`config.mk`:
```
export PLATFORM = sky130hd
export DESIGN_NAME = rob_retire
export DESIGN_NICKNAME = d
export VERILOG_FILES = /design/src/rtl/rob_pkg.sv /design/src/rtl/rob_ptrs.sv /design/src/rtl/rob_entries.sv /design/src/rtl/rob_pick.sv /design/src/rtl/rob_retire.sv
export SDC_FILE = /design/constraint.sdc
export NUM_CORES = 2
export LEC_CHECK = 0
export BUFFER_PORTS_ARGS = -buffer_cell sky130_fd_sc_hd__buf_2
export CORE_MARGIN = 2
export CORE_UTILIZATION = 58
export CTS_BUF_LIST = sky130_fd_sc_hd__clkbuf_4
export CTS_CLUSTER_SIZE = 25
export DETAILED_ROUTE_END_ITERATION = 7
export GPL_TIMING_DRIVEN = 0
export HOLD_SLACK_MARGIN = 0.12
export PLACE_DENSITY_LB_ADDON = 0.3
export SLEW_MARGIN = 30
export SYNTH_ARGS = -nofsm -noshare
export SYNTH_HDL_FRONTEND = slang
export SYNTH_SLANG_ARGS = --single-unit
```
`constraint.sdc`:
```
create_clock -name clk -period 8.7 [get_ports clk]
set_input_delay 1.74 -clock clk [delete_from_list [all_inputs] [get_ports clk]]
set_output_delay 1.74 -clock clk [all_outputs]
set_load 0.01 [all_outputs]
```
`src/rtl/rob_pkg.sv`:
```
package rob_pkg;
  typedef enum logic [1:0] {
    KIND_OP  = 2'b00,
    KIND_BR  = 2'b01,
    KIND_ST  = 2'b10
  } kind_e;
endpackage

```
`src/rtl/rob_ptrs.sv`:
```
// Oldest/youngest pointers and occupancy of the circular buffer.
module rob_ptrs #(
  parameter int DEPTH = 16,
  parameter int DW    = 2
) (
  input  logic                       clk,
  input  logic                       rst,
  input  logic                       clear,
  input  logic [$clog2(DEPTH+1)-1:0] alloc_n,
  input  logic [$clog2(DEPTH+1)-1:0] ret_n,
  output logic [$clog2(DEPTH)-1:0]   head,
  output logic [$clog2(DEPTH)-1:0]   tail,
  output logic [$clog2(DEPTH+1)-1:0] count,
  output logic                       full
);
  localparam int PTR_W = $clog2(DEPTH);
  localparam int CNT_W = $clog2(DEPTH+1);

  always_ff @(posedge clk) begin
    if (rst || clear) begin
      head  <= '0;
      tail  <= '0;
      count <= '0;
    end else begin
      head  <= head + PTR_W'(ret_n);
      tail  <= tail + PTR_W'(alloc_n);
      count <= count + alloc_n - ret_n;
    end
  end

  assign full = (CNT_W'(DEPTH) - count) < CNT_W'(DW);
endmodule

```
`src/rtl/rob_entries.sv`:
```
// Per-slot state: status bits in reset flops, payload in plain arrays.
module rob_entries #(
  parameter int DEPTH  = 16,
  parameter int DW     = 2,
  parameter int CW     = 2,
  parameter int AREG_W = 5,
  parameter int DATA_W = 32,
  parameter int ADDR_W = 32
) (
  input  logic                     clk,
  input  logic                     rst,
  input  logic [$clog2(DEPTH)-1:0] head,
  input  logic [$clog2(DEPTH)-1:0] tail,
  input  logic [DW-1:0]            alloc_en,
  input  logic [2*DW-1:0]          alloc_kind,
  input  logic [AREG_W*DW-1:0]     alloc_areg,
  input  logic                     wb_en,
  input  logic [$clog2(DEPTH)-1:0] wb_idx,
  input  logic [DATA_W-1:0]        wb_value,
  input  logic [ADDR_W-1:0]        wb_addr,
  input  logic                     wb_flag,
  output logic [CW-1:0]            rd_done,
  output logic [CW-1:0]            rd_flag,
  output logic [2*CW-1:0]          rd_kind,
  output logic [AREG_W*CW-1:0]     rd_areg,
  output logic [DATA_W*CW-1:0]     rd_val,
  output logic [ADDR_W*CW-1:0]     rd_addr
);
  localparam int PTR_W = $clog2(DEPTH);

  logic [DEPTH-1:0]  done_q;
  logic [DEPTH-1:0]  flag_q;
  logic [1:0]        kind_q [DEPTH];
  logic [AREG_W-1:0] areg_q [DEPTH];
  logic [DATA_W-1:0] val_q  [DEPTH];
  logic [ADDR_W-1:0] addr_q [DEPTH];
  logic [PTR_W-1:0]  wr_idx [DW];

  always_comb begin
    for (int j = 0; j < DW; j++) wr_idx[j] = tail + PTR_W'(j);
  end

  always_ff @(posedge clk) begin
    if (rst) begin
      done_q <= '0;
      flag_q <= '0;
    end else begin
      for (int j = 0; j < DW; j++) begin
        if (alloc_en[j]) begin
          done_q[wr_idx[j]] <= 1'b0;
          flag_q[wr_idx[j]] <= 1'b0;
        end
      end
      if (wb_en) begin
        done_q[wb_idx] <= 1'b1;
        flag_q[wb_idx] <= wb_flag;
      end
    end
  end

  always_ff @(posedge clk) begin
    for (int j = 0; j < DW; j++) begin
      if (alloc_en[j]) begin
        kind_q[wr_idx[j]] <= alloc_kind[2*j +: 2];
        areg_q[wr_idx[j]] <= alloc_areg[AREG_W*j +: AREG_W];
      end
    end
  end

  always_ff @(posedge clk) begin
    if (wb_en) begin
      val_q[wb_idx]  <= wb_value;
      addr_q[wb_idx] <= wb_addr;
    end
  end

  for (genvar i = 0; i < CW; i++) begin : g_rd
    logic [PTR_W-1:0] ri;
    assign ri = head + PTR_W'(i);
    assign rd_done[i]                  = done_q[ri];
    assign rd_flag[i]                  = flag_q[ri];
    assign rd_kind[2*i +: 2]           = kind_q[ri];
    assign rd_areg[AREG_W*i +: AREG_W] = areg_q[ri];
    assign rd_val[DATA_W*i +: DATA_W]  = val_q[ri];
    assign rd_addr[ADDR_W*i +: ADDR_W] = addr_q[ri];
  end
endmodule

```
`src/rtl/rob_pick.sv`:
```
// Chooses the retirement group from the window at the oldest slot.
module rob_pick
  import rob_pkg::*;
#(
  parameter int DEPTH  = 16,
  parameter int CW     = 2,
  parameter int ADDR_W = 32
) (
  input  logic [$clog2(DEPTH+1)-1:0] count,
  input  logic [CW-1:0]              rd_done,
  input  logic [CW-1:0]              rd_flag,
  input  logic [2*CW-1:0]            rd_kind,
  input  logic [ADDR_W*CW-1:0]       rd_addr,
  output logic [CW-1:0]              ret_mask,
  output logic [$clog2(DEPTH+1)-1:0] ret_n,
  output logic                       flush_now,
  output logic [ADDR_W-1:0]          flush_tgt
);
  localparam int CNT_W = $clog2(DEPTH+1);

  logic go;

  always_comb begin
    go        = 1'b1;
    ret_mask  = '0;
    ret_n     = '0;
    flush_now = 1'b0;
    for (int i = 0; i < CW; i++) begin
      if (go) begin
        if ((CNT_W'(i) < count) && rd_done[i]) begin
          if (rd_flag[i]) begin
            flush_now = (i == 0);
            go        = 1'b0;
          end else begin
            ret_mask[i] = 1'b1;
            ret_n       = ret_n + CNT_W'(1);
            if (rd_kind[2*i +: 2] == KIND_BR) go = 1'b0;
          end
        end else begin
          go = 1'b0;
        end
      end
    end
  end

  assign flush_tgt = rd_addr[ADDR_W-1:0];
endmodule

```
`src/rtl/rob_retire.sv`:
```
module rob_retire
  import rob_pkg::*;
#(
  parameter int DEPTH  = 16,
  parameter int DW     = 2,
  parameter int CW     = 2,
  parameter int AREG_W = 5,
  parameter int DATA_W = 32,
  parameter int ADDR_W = 32
) (
  input  logic                     clk,
  input  logic                     rst,
  input  logic [DW-1:0]            disp_vld,
  input  logic [2*DW-1:0]          disp_kind,
  input  logic [AREG_W*DW-1:0]     disp_areg,
  output logic                     full,
  output logic [$clog2(DEPTH)-1:0] alloc_base,
  input  logic                     wb_valid,
  input  logic [$clog2(DEPTH)-1:0] wb_idx,
  input  logic [DATA_W-1:0]        wb_value,
  input  logic [ADDR_W-1:0]        wb_addr,
  input  logic                     wb_mispred,
  input  logic                     wb_trap,
  output logic [CW-1:0]            ret_mask,
  output logic [CW-1:0]            rf_we,
  output logic [AREG_W*CW-1:0]     rf_waddr,
  output logic [DATA_W*CW-1:0]     rf_wdata,
  output logic [CW-1:0]            st_valid,
  output logic [ADDR_W*CW-1:0]     st_addr,
  output logic [DATA_W*CW-1:0]     st_data,
  output logic                     flush,
  output logic [ADDR_W-1:0]        flush_pc
);
  localparam int PTR_W = $clog2(DEPTH);
  localparam int CNT_W = $clog2(DEPTH+1);

  logic [PTR_W-1:0]      head, tail;
  logic [CNT_W-1:0]      count, alloc_n, ret_n;
  logic [DW-1:0]         alloc_en;
  logic                  wb_en;
  logic                  flush_now;
  logic [ADDR_W-1:0]     flush_tgt;
  logic [CW-1:0]         pick_mask;
  logic [CW-1:0]         rd_done, rd_flag;
  logic [2*CW-1:0]       rd_kind;
  logic [AREG_W*CW-1:0]  rd_areg;
  logic [DATA_W*CW-1:0]  rd_val;
  logic [ADDR_W*CW-1:0]  rd_addr;

  assign alloc_en   = (!full && !flush_now) ? disp_vld : '0;
  assign wb_en      = wb_valid && !flush_now;
  assign alloc_base = tail;

  always_comb begin
    alloc_n = '0;
    for (int j = 0; j < DW; j++) alloc_n = alloc_n + CNT_W'(alloc_en[j]);
  end

  rob_ptrs #(.DEPTH(DEPTH), .DW(DW)) u_ptrs (
    .clk(clk), .rst(rst), .clear(flush_now),
    .alloc_n(alloc_n), .ret_n(ret_n),
    .head(head), .tail(tail), .count(count), .full(full)
  );

  rob_entries #(
    .DEPTH(DEPTH), .DW(DW), .CW(CW),
    .AREG_W(AREG_W), .DATA_W(DATA_W), .ADDR_W(ADDR_W)
  ) u_entries (
    .clk(clk), .rst(rst), .head(head), .tail(tail),
    .alloc_en(alloc_en), .alloc_kind(disp_kind), .alloc_areg(disp_areg),
    .wb_en(wb_en), .wb_idx(wb_idx), .wb_value(wb_value), .wb_addr(wb_addr),
    .wb_flag(wb_mispred | wb_trap),
    .rd_done(rd_done), .rd_flag(rd_flag), .rd_kind(rd_kind),
    .rd_areg(rd_areg), .rd_val(rd_val), .rd_addr(rd_addr)
  );

  rob_pick #(.DEPTH(DEPTH), .CW(CW), .ADDR_W(ADDR_W)) u_pick (
    .count(count), .rd_done(rd_done), .rd_flag(rd_flag),
    .rd_kind(rd_kind), .rd_addr(rd_addr),
    .ret_mask(pick_mask), .ret_n(ret_n),
    .flush_now(flush_now), .flush_tgt(flush_tgt)
  );

  always_ff @(posedge clk) begin
    if (rst) begin
      ret_mask <= '0;
      rf_we    <= '0;
      rf_waddr <= '0;
      rf_wdata <= '0;
      st_valid <= '0;
      st_addr  <= '0;
      st_data  <= '0;
      flush    <= 1'b0;
      flush_pc <= '0;
    end else begin
      ret_mask <= pick_mask;
      flush    <= flush_now;
      if (flush_now) flush_pc <= flush_tgt;
      for (int i = 0; i < CW; i++) begin
        rf_we[i]    <= pick_mask[i] && (rd_kind[2*i +: 2] == KIND_OP);
        st_valid[i] <= pick_mask[i] && (rd_kind[2*i +: 2] == KIND_ST);
        rf_waddr[AREG_W*i +: AREG_W] <= rd_areg[AREG_W*i +: AREG_W];
        rf_wdata[DATA_W*i +: DATA_W] <= rd_val[DATA_W*i +: DATA_W];
        st_addr[ADDR_W*i +: ADDR_W]  <= rd_addr[ADDR_W*i +: ADDR_W];
        st_data[DATA_W*i +: DATA_W]  <= rd_val[DATA_W*i +: DATA_W];
      end
    end
  end
endmodule

```
# == Word level (Yosys, flattened, before mapping) ==
# Memories as Yosys holds them, arrays and structs flattened. A register that Yosys moved wholly into a read port is not among the register bits.
# Index checks and enable logic that the tools add are counted.
# totals
ff_bits,148
latchBits,0
mem_bits_rw,1136
mem_bits_ro,0
inputBits,89
output_inout_bits,246
wordCells,114
n_memories,4
# op_classes
addsub,9
n_mul,0
div_mod_pow,0
n_lt_le_gt_ge,11
eq_ne,3
shift,0
n_mux,52
bitwise,8
n_reduce_logical,16
# memory_table
name,words,width,read_ports,rd_clocked_by_memory_dff,write_ports,line,source
u_entries.addr_q,16,32,2,2,1,rob_entries.sv:36,logic [ADDR_W-1:0] addr_q [DEPTH];
u_entries.val_q,16,32,2,2,1,rob_entries.sv:35,logic [DATA_W-1:0] val_q [DEPTH];
u_entries.areg_q,16,5,2,2,2,rob_entries.sv:34,logic [AREG_W-1:0] areg_q [DEPTH];
u_entries.kind_q,16,2,2,1,2,rob_entries.sv:33,logic [1:0] kind_q [DEPTH];
# op_table
cell,n
$mux 16,10
$and 16x16->16,4
$not 16->16,2
$mux 1,27
$lt 4x5->1 const B,5
$mux 5,4
$bmux 1 s4,4
$bwmux 16,1
$or 16x16->16,1
$demux 1 s4,3
$ge 4x1->1 const B,3
$logic_and 1x1->1,11
$lt 1x5->1 const A,2
$add 4x1->4 const B,2
$mux 4,2
$add 5x1->5 const B,1
$add 5x2->5,1
$lt 5x2->1 const B,1
$sub 5x5->5,1
$sub 5x5->5 const A,1
$add 4x2->4,1
$add 4x4->4,1
$eq 2x2->1 const B,2
$logic_not 2->1,2
other kinds (6),7

# == Logic depth before layout (Yosys ltp) ==
# logic_depth
ltp_word,17
mapped_depth,22
mapped_depth_nobuf,18

# == Hierarchy ==
# A second synthesis with hierarchy kept.
# unflattened
hier_cells,3590
hier_area_um2,62038.2
# by_module_without_submodules
module,instances,cells_per_inst,area_per_inst_um2,seq_area_each_um2
rob_entries,1,2962,55184.2,34753.3
rob_retire,1,479,5606.6,3543.4
rob_ptrs,1,97,877.1,260.2
rob_pick,1,52,370.4,0.0

# == Worst setup path after synthesis ==
# OpenSTA, ideal clock, no wires.
# synth_path
path_kind,input to register
from,in wb_idx[0]
to,"mem u_entries.addr_q[3][0], enable pin"
setup_ns,0.486
t_arrival_ns,5.006
t_required_ns,8.214
path_slack_ns,3.208
cell_stages,4
n_path_buf,2
cell_sequence,clkbuf_1 clkbuf_1 nand4_1 nor2_1
# synth_lines
item,line,source
start: declaration,rob_retire.sv:19,"input logic [$clog2(DEPTH)-1:0] wb_idx,"
end: declaration,rob_entries.sv:36,
# No word-level cell before the write port.

# == Final worst setup path ==
# layout_path
from,reg u_ptrs.head[1]
to,reg u_ptrs.count[4]
# layout_via
elab_chain_cells,13
word_cells_on_any_way,31
classes_between,add/sub: 5; mux: 21; reduce/logical: 5
# layout_rtl
item,line,source
start: declaration,rob_ptrs.sv:11,"output logic [$clog2(DEPTH)-1:0] head,"
start signal: assignment,rob_ptrs.sv:25,head <= head + PTR_W'(ret_n);
"parallel branches: the longest is 13 deep, another holds $add 5x2->5",n/a,
end signal: assignment,rob_ptrs.sv:27,count <= count + alloc_n - ret_n;
end: declaration,rob_ptrs.sv:13,"output logic [$clog2(DEPTH+1)-1:0] count,"
# Several ways; the timed one is not identified. The select of a mux whose other input is x is not followed.
# A chain may end at the register's enable or synchronous reset.

==> key figures <==
Run status
  – Status: completed

Power
  – NetSw: 4.46 mW
  – Sw Share: 0.277
  – Seq pwr share: 0.460
  – Leakage power: 23.7 nW
  – Pint: 11.6 mW
  – IR drop worst, VDD: 0.128 mV
  – Share of power burned in combinational logic: 0.195
  – Pwr Density: 230 nW/um^2
  – Clk pwr share: 0.346

STA
  – Setup TNS: 0 ns
  – Final hold viol count: 0
  – Setup WS post-layout: 2.84 ns
  – Max-slew violation count: 0
  – Period utilisation layout: 0.673
  – FMAX: 171 MHz
  – Slew @ Worst Pin: 1.15 ns
  – Setup violators final: 0
  – Slew margin rel.: 0.231
  – RSZ-0062 raised after global routing: no
  – Max Clock Skew: 0.108 ns
  – Final min period: 5.86 ns

Synth
  – Commonest cells post-synth: 1136 x edfxtp_1, 716 x mux4_2, 222 x dfxtp_1, 139 x and2_1, 119 x clkbuf_1
  – Count of different cell masters after synthesis: 54
  – Mapped cell area: 61100 um^2
  – Top-count cell post-synth: edfxtp_1
  – Post-synthesis mux area share: 0.291
  – YS warnings: 0
  – Avg Synthesized Cell Area: 20.0 um^2
  – Mapped Cells: 3057
  – FF+latch count, synth: 1358
  – Adder-cell area share of the yosys netlist: 0.00418
  – Sequential element share of the synthesized area: 0.631
  – Post-synthesis net count: 3164
  – Async SR Flop Fraction: 0
  – Top-area cell type share of the netlist area: 0.558
  – Top cells by area, synth: edfxtp_1 56%, mux4_2 26%, dfxtp_1 7.3%, and2_1 1.4%, mux2_2 1.2%
  – Synth Area in Compound Gates: 0.0110
  – Simple-gate share of the synthesized area: 0.0332
  – Number of synthesized flops with an enable pin: 1136
  – Largest family of logic cells by synthesized area: multiplexers
  – Top cell type by total area after synthesis: edfxtp_1
  – Post-synth top flop: edfxtp_1
  – XOR/XNOR Fraction of Synth Area: 0.00172

Final layout
  – # nets final: 3880
  – Layout cells sized above 1: 0.493
  – Fin area: 69900 um^2
  – Area grow syn2layout: 14.4%

Die
  – Vert. Die Dim: 329 um
  – Placeable Area: 105000 um^2
  – Num ports: 335
  – Die width: 329 um
  – Row cnt: 119
  – Starting density of the core: 0.583
  – Die Area: 108000 um^2

Worst setup path
  – Worst path slowest cell: o2111ai_1
  – CP Max Fanout: 10
  – Crit end category: flip-flop
  – Max incr delay on CP: 0.72 ns
  – Worst setup SP type: flip-flop
  – Critical Path AT: 6.88 ns
  – Critical path type: reg -> reg
  – CP required: 9.73 ns
  – Reg2reg start: u_ptrs.head[1]
  – Delay-heaviest family, CP: buffers and inverters
  – Reg2reg path depth: 19
  – CP cell instances: ha_1, clkbuf_1, buf_2, clkbuf_1, clkbuf_2, mux4_2, o2111ai_1, nor2b_1, ha_1, inv_1, ha_1, inv_1, fa_1, inv_1, a21oi_1, nor2_1, nor2_1, xnor2_1, nor2_1
  – Stages on the worst setup path: 19
  – Worst setup startpoint: u_ptrs.head[1]
  – Worst path bufs/invs: 7

GRT
  – Vias in the first global route: 38769
  – First-pass GRT wire length: 269 mm
  – Initial antenna violation count: 26
  – GRT Util Overall: 0.360
  – Largest net degree at the start of global routing: 50
  – Total gr overflow: 0

Clocking
  – Worst skew pair latency: 1.26 ns
  – Clk slew on worst S/H paths: 0.07 ns
  – Max Buffers Root-to-Sink: 4
  – CTS tree: yes
  – CTS Buf Count: 358
  – # H-tree levels: 5
  – CTS sink count: 1358
  – Post-CTS Hold Buffers: 0
  – Post-CTS Resized: 0
  – Postcts setup bufs: 0
  – CTS Root Cell: clkbuf_4

Drt
  – DR top layer: met5
  – Avg WL per Cell: 35.2 um
  – WL met3: 28.0 mm
  – DRT Pass-1 Iters: 6
  – Met2 routed WL: 90.1 mm
  – Routed Antenna Nets: 0
  – Via-to-Cell Ratio: 6.98
  – Vias post-DR: 38091
  – Final WL: 192 mm
  – Remaining DRCs: 0
  – Met1 wire length: 64.6 mm
  – Initial drt markers: 6358

Min path
  – Worst hold start: flush_pc[29]
  – Hold crit path type: reg -> reg
  – Hold Crit Depth: 2

Placement
  – Worst slack at placement: 3.04 ns
  – Placed cell areas: 65300 um^2
  – Port bufs: 332
  – Final Wtd Congestion: 0.945
  – Detailed Place HPWL: 121 mm

Flow run
  – Max-cap viol count: 0
-- registers in the layout (all words and copies together) (netlist names), 5 cells and up --
name              flops
u_entries.addr_q    512
u_entries.val_q     512
u_entries.areg_q     80
st_addr              64
st_data              64
flush_pc             32
u_entries.kind_q     32
u_entries.done_q     16
u_entries.flag_q     16
rf_waddr             10
u_ptrs.count          5
-- cells by family after synthesis --
family,count (synthesis)
xor gates and xnor gates,12
and+or+nand+nor,364
muxes,847
buffers and inverters,347
DFF,1358
AOI/OAI and AO/OA,111
adders and majority gates,18
-- power by group through the flow --
stage               registers [mW]  logic [mW]  clock network [mW]
floorplan                     7.55        1.96                   0
global placement              7.53        3.01                   0
detailed placement            7.54        3.08                   0
CTS                           7.40        3.10                5.58
global route                  7.42        3.24                5.92
finish                        7.40        3.13                5.56
-- worst paths after layout --
kind	to	slack, ns
max	u_ptrs.count[4]	2.84
min	flush_pc[29]	0.46
max reg2reg	u_ptrs.count[4]	2.84
min reg2reg	flush_pc[29]	0.46
-- tightest hold or removal path, delay by kind of cell, from the launching register on --
kind | cells | cell delay (ns)
flops | 1 | 0.31
simple gates | 1 | 0.05
compound gates | 1 | 0.05
-- metal layers --
| layer | GRT usage | vias up |
|---|---|---|
| met5 | 0 | - |
| met4 | 0.169 | 14 |
| met3 | 0.113 | 589 |
| met2 | 0.546 | 3560 |
| met1 | 0.480 | 19480 |
| li1 | - | 14448 |
-- layout make-up --
| cell class | count | area (um^2) |
|---|---|---|
| tap | 1391 | 1740 |
| clock buffer | 532 | 3990 |
| buffer | 300 | 1610 |
| fill | 6925 | 34900 |
| sequential | 1358 | 38600 |
| timing repair buffer | 356 | 2260 |
| inverter | 47 | 267 |
| multi-input combinational | 1352 | 20900 |
| clock inverter | 100 | 502 |
| antenna | 20 | 50.0 |
-- through the flow --
step | hold WS, ns | power (mW) | instances | util
floorplan | 0.449 | 9.52 | 3057 | -
global placement | 0.439 | 10.5 | 4780 | 0.615
detailed placement | 0.445 | 10.6 | 4804 | 0.623
finish | 0.456 | 16.1 | 5456 | 0.667
global route | 0.463 | 16.6 | 5445 | 0.666
CTS | 0.454 | 16.1 | 5436 | 0.666
-- placed cells by master, fill, tap and decap left out, types with 41 or more instances in the layout --
| cell type | count |
|---|---|
| buf_2 | 424 |
| clkbuf_4 | 532 |
| edfxtp_1 | 1136 |
| clkinv_1 | 79 |
| nand2_1 | 89 |
| a21oi_1 | 52 |
| clkbuf_1 | 80 |
| and2_1 | 139 |
| mux2_2 | 66 |
| mux4_2 | 716 |
| mux2_4 | 49 |
| clkbuf_2 | 41 |
| dfxtp_1 | 222 |
| buf_4 | 66 |
(Power assumes the default switching activity.)
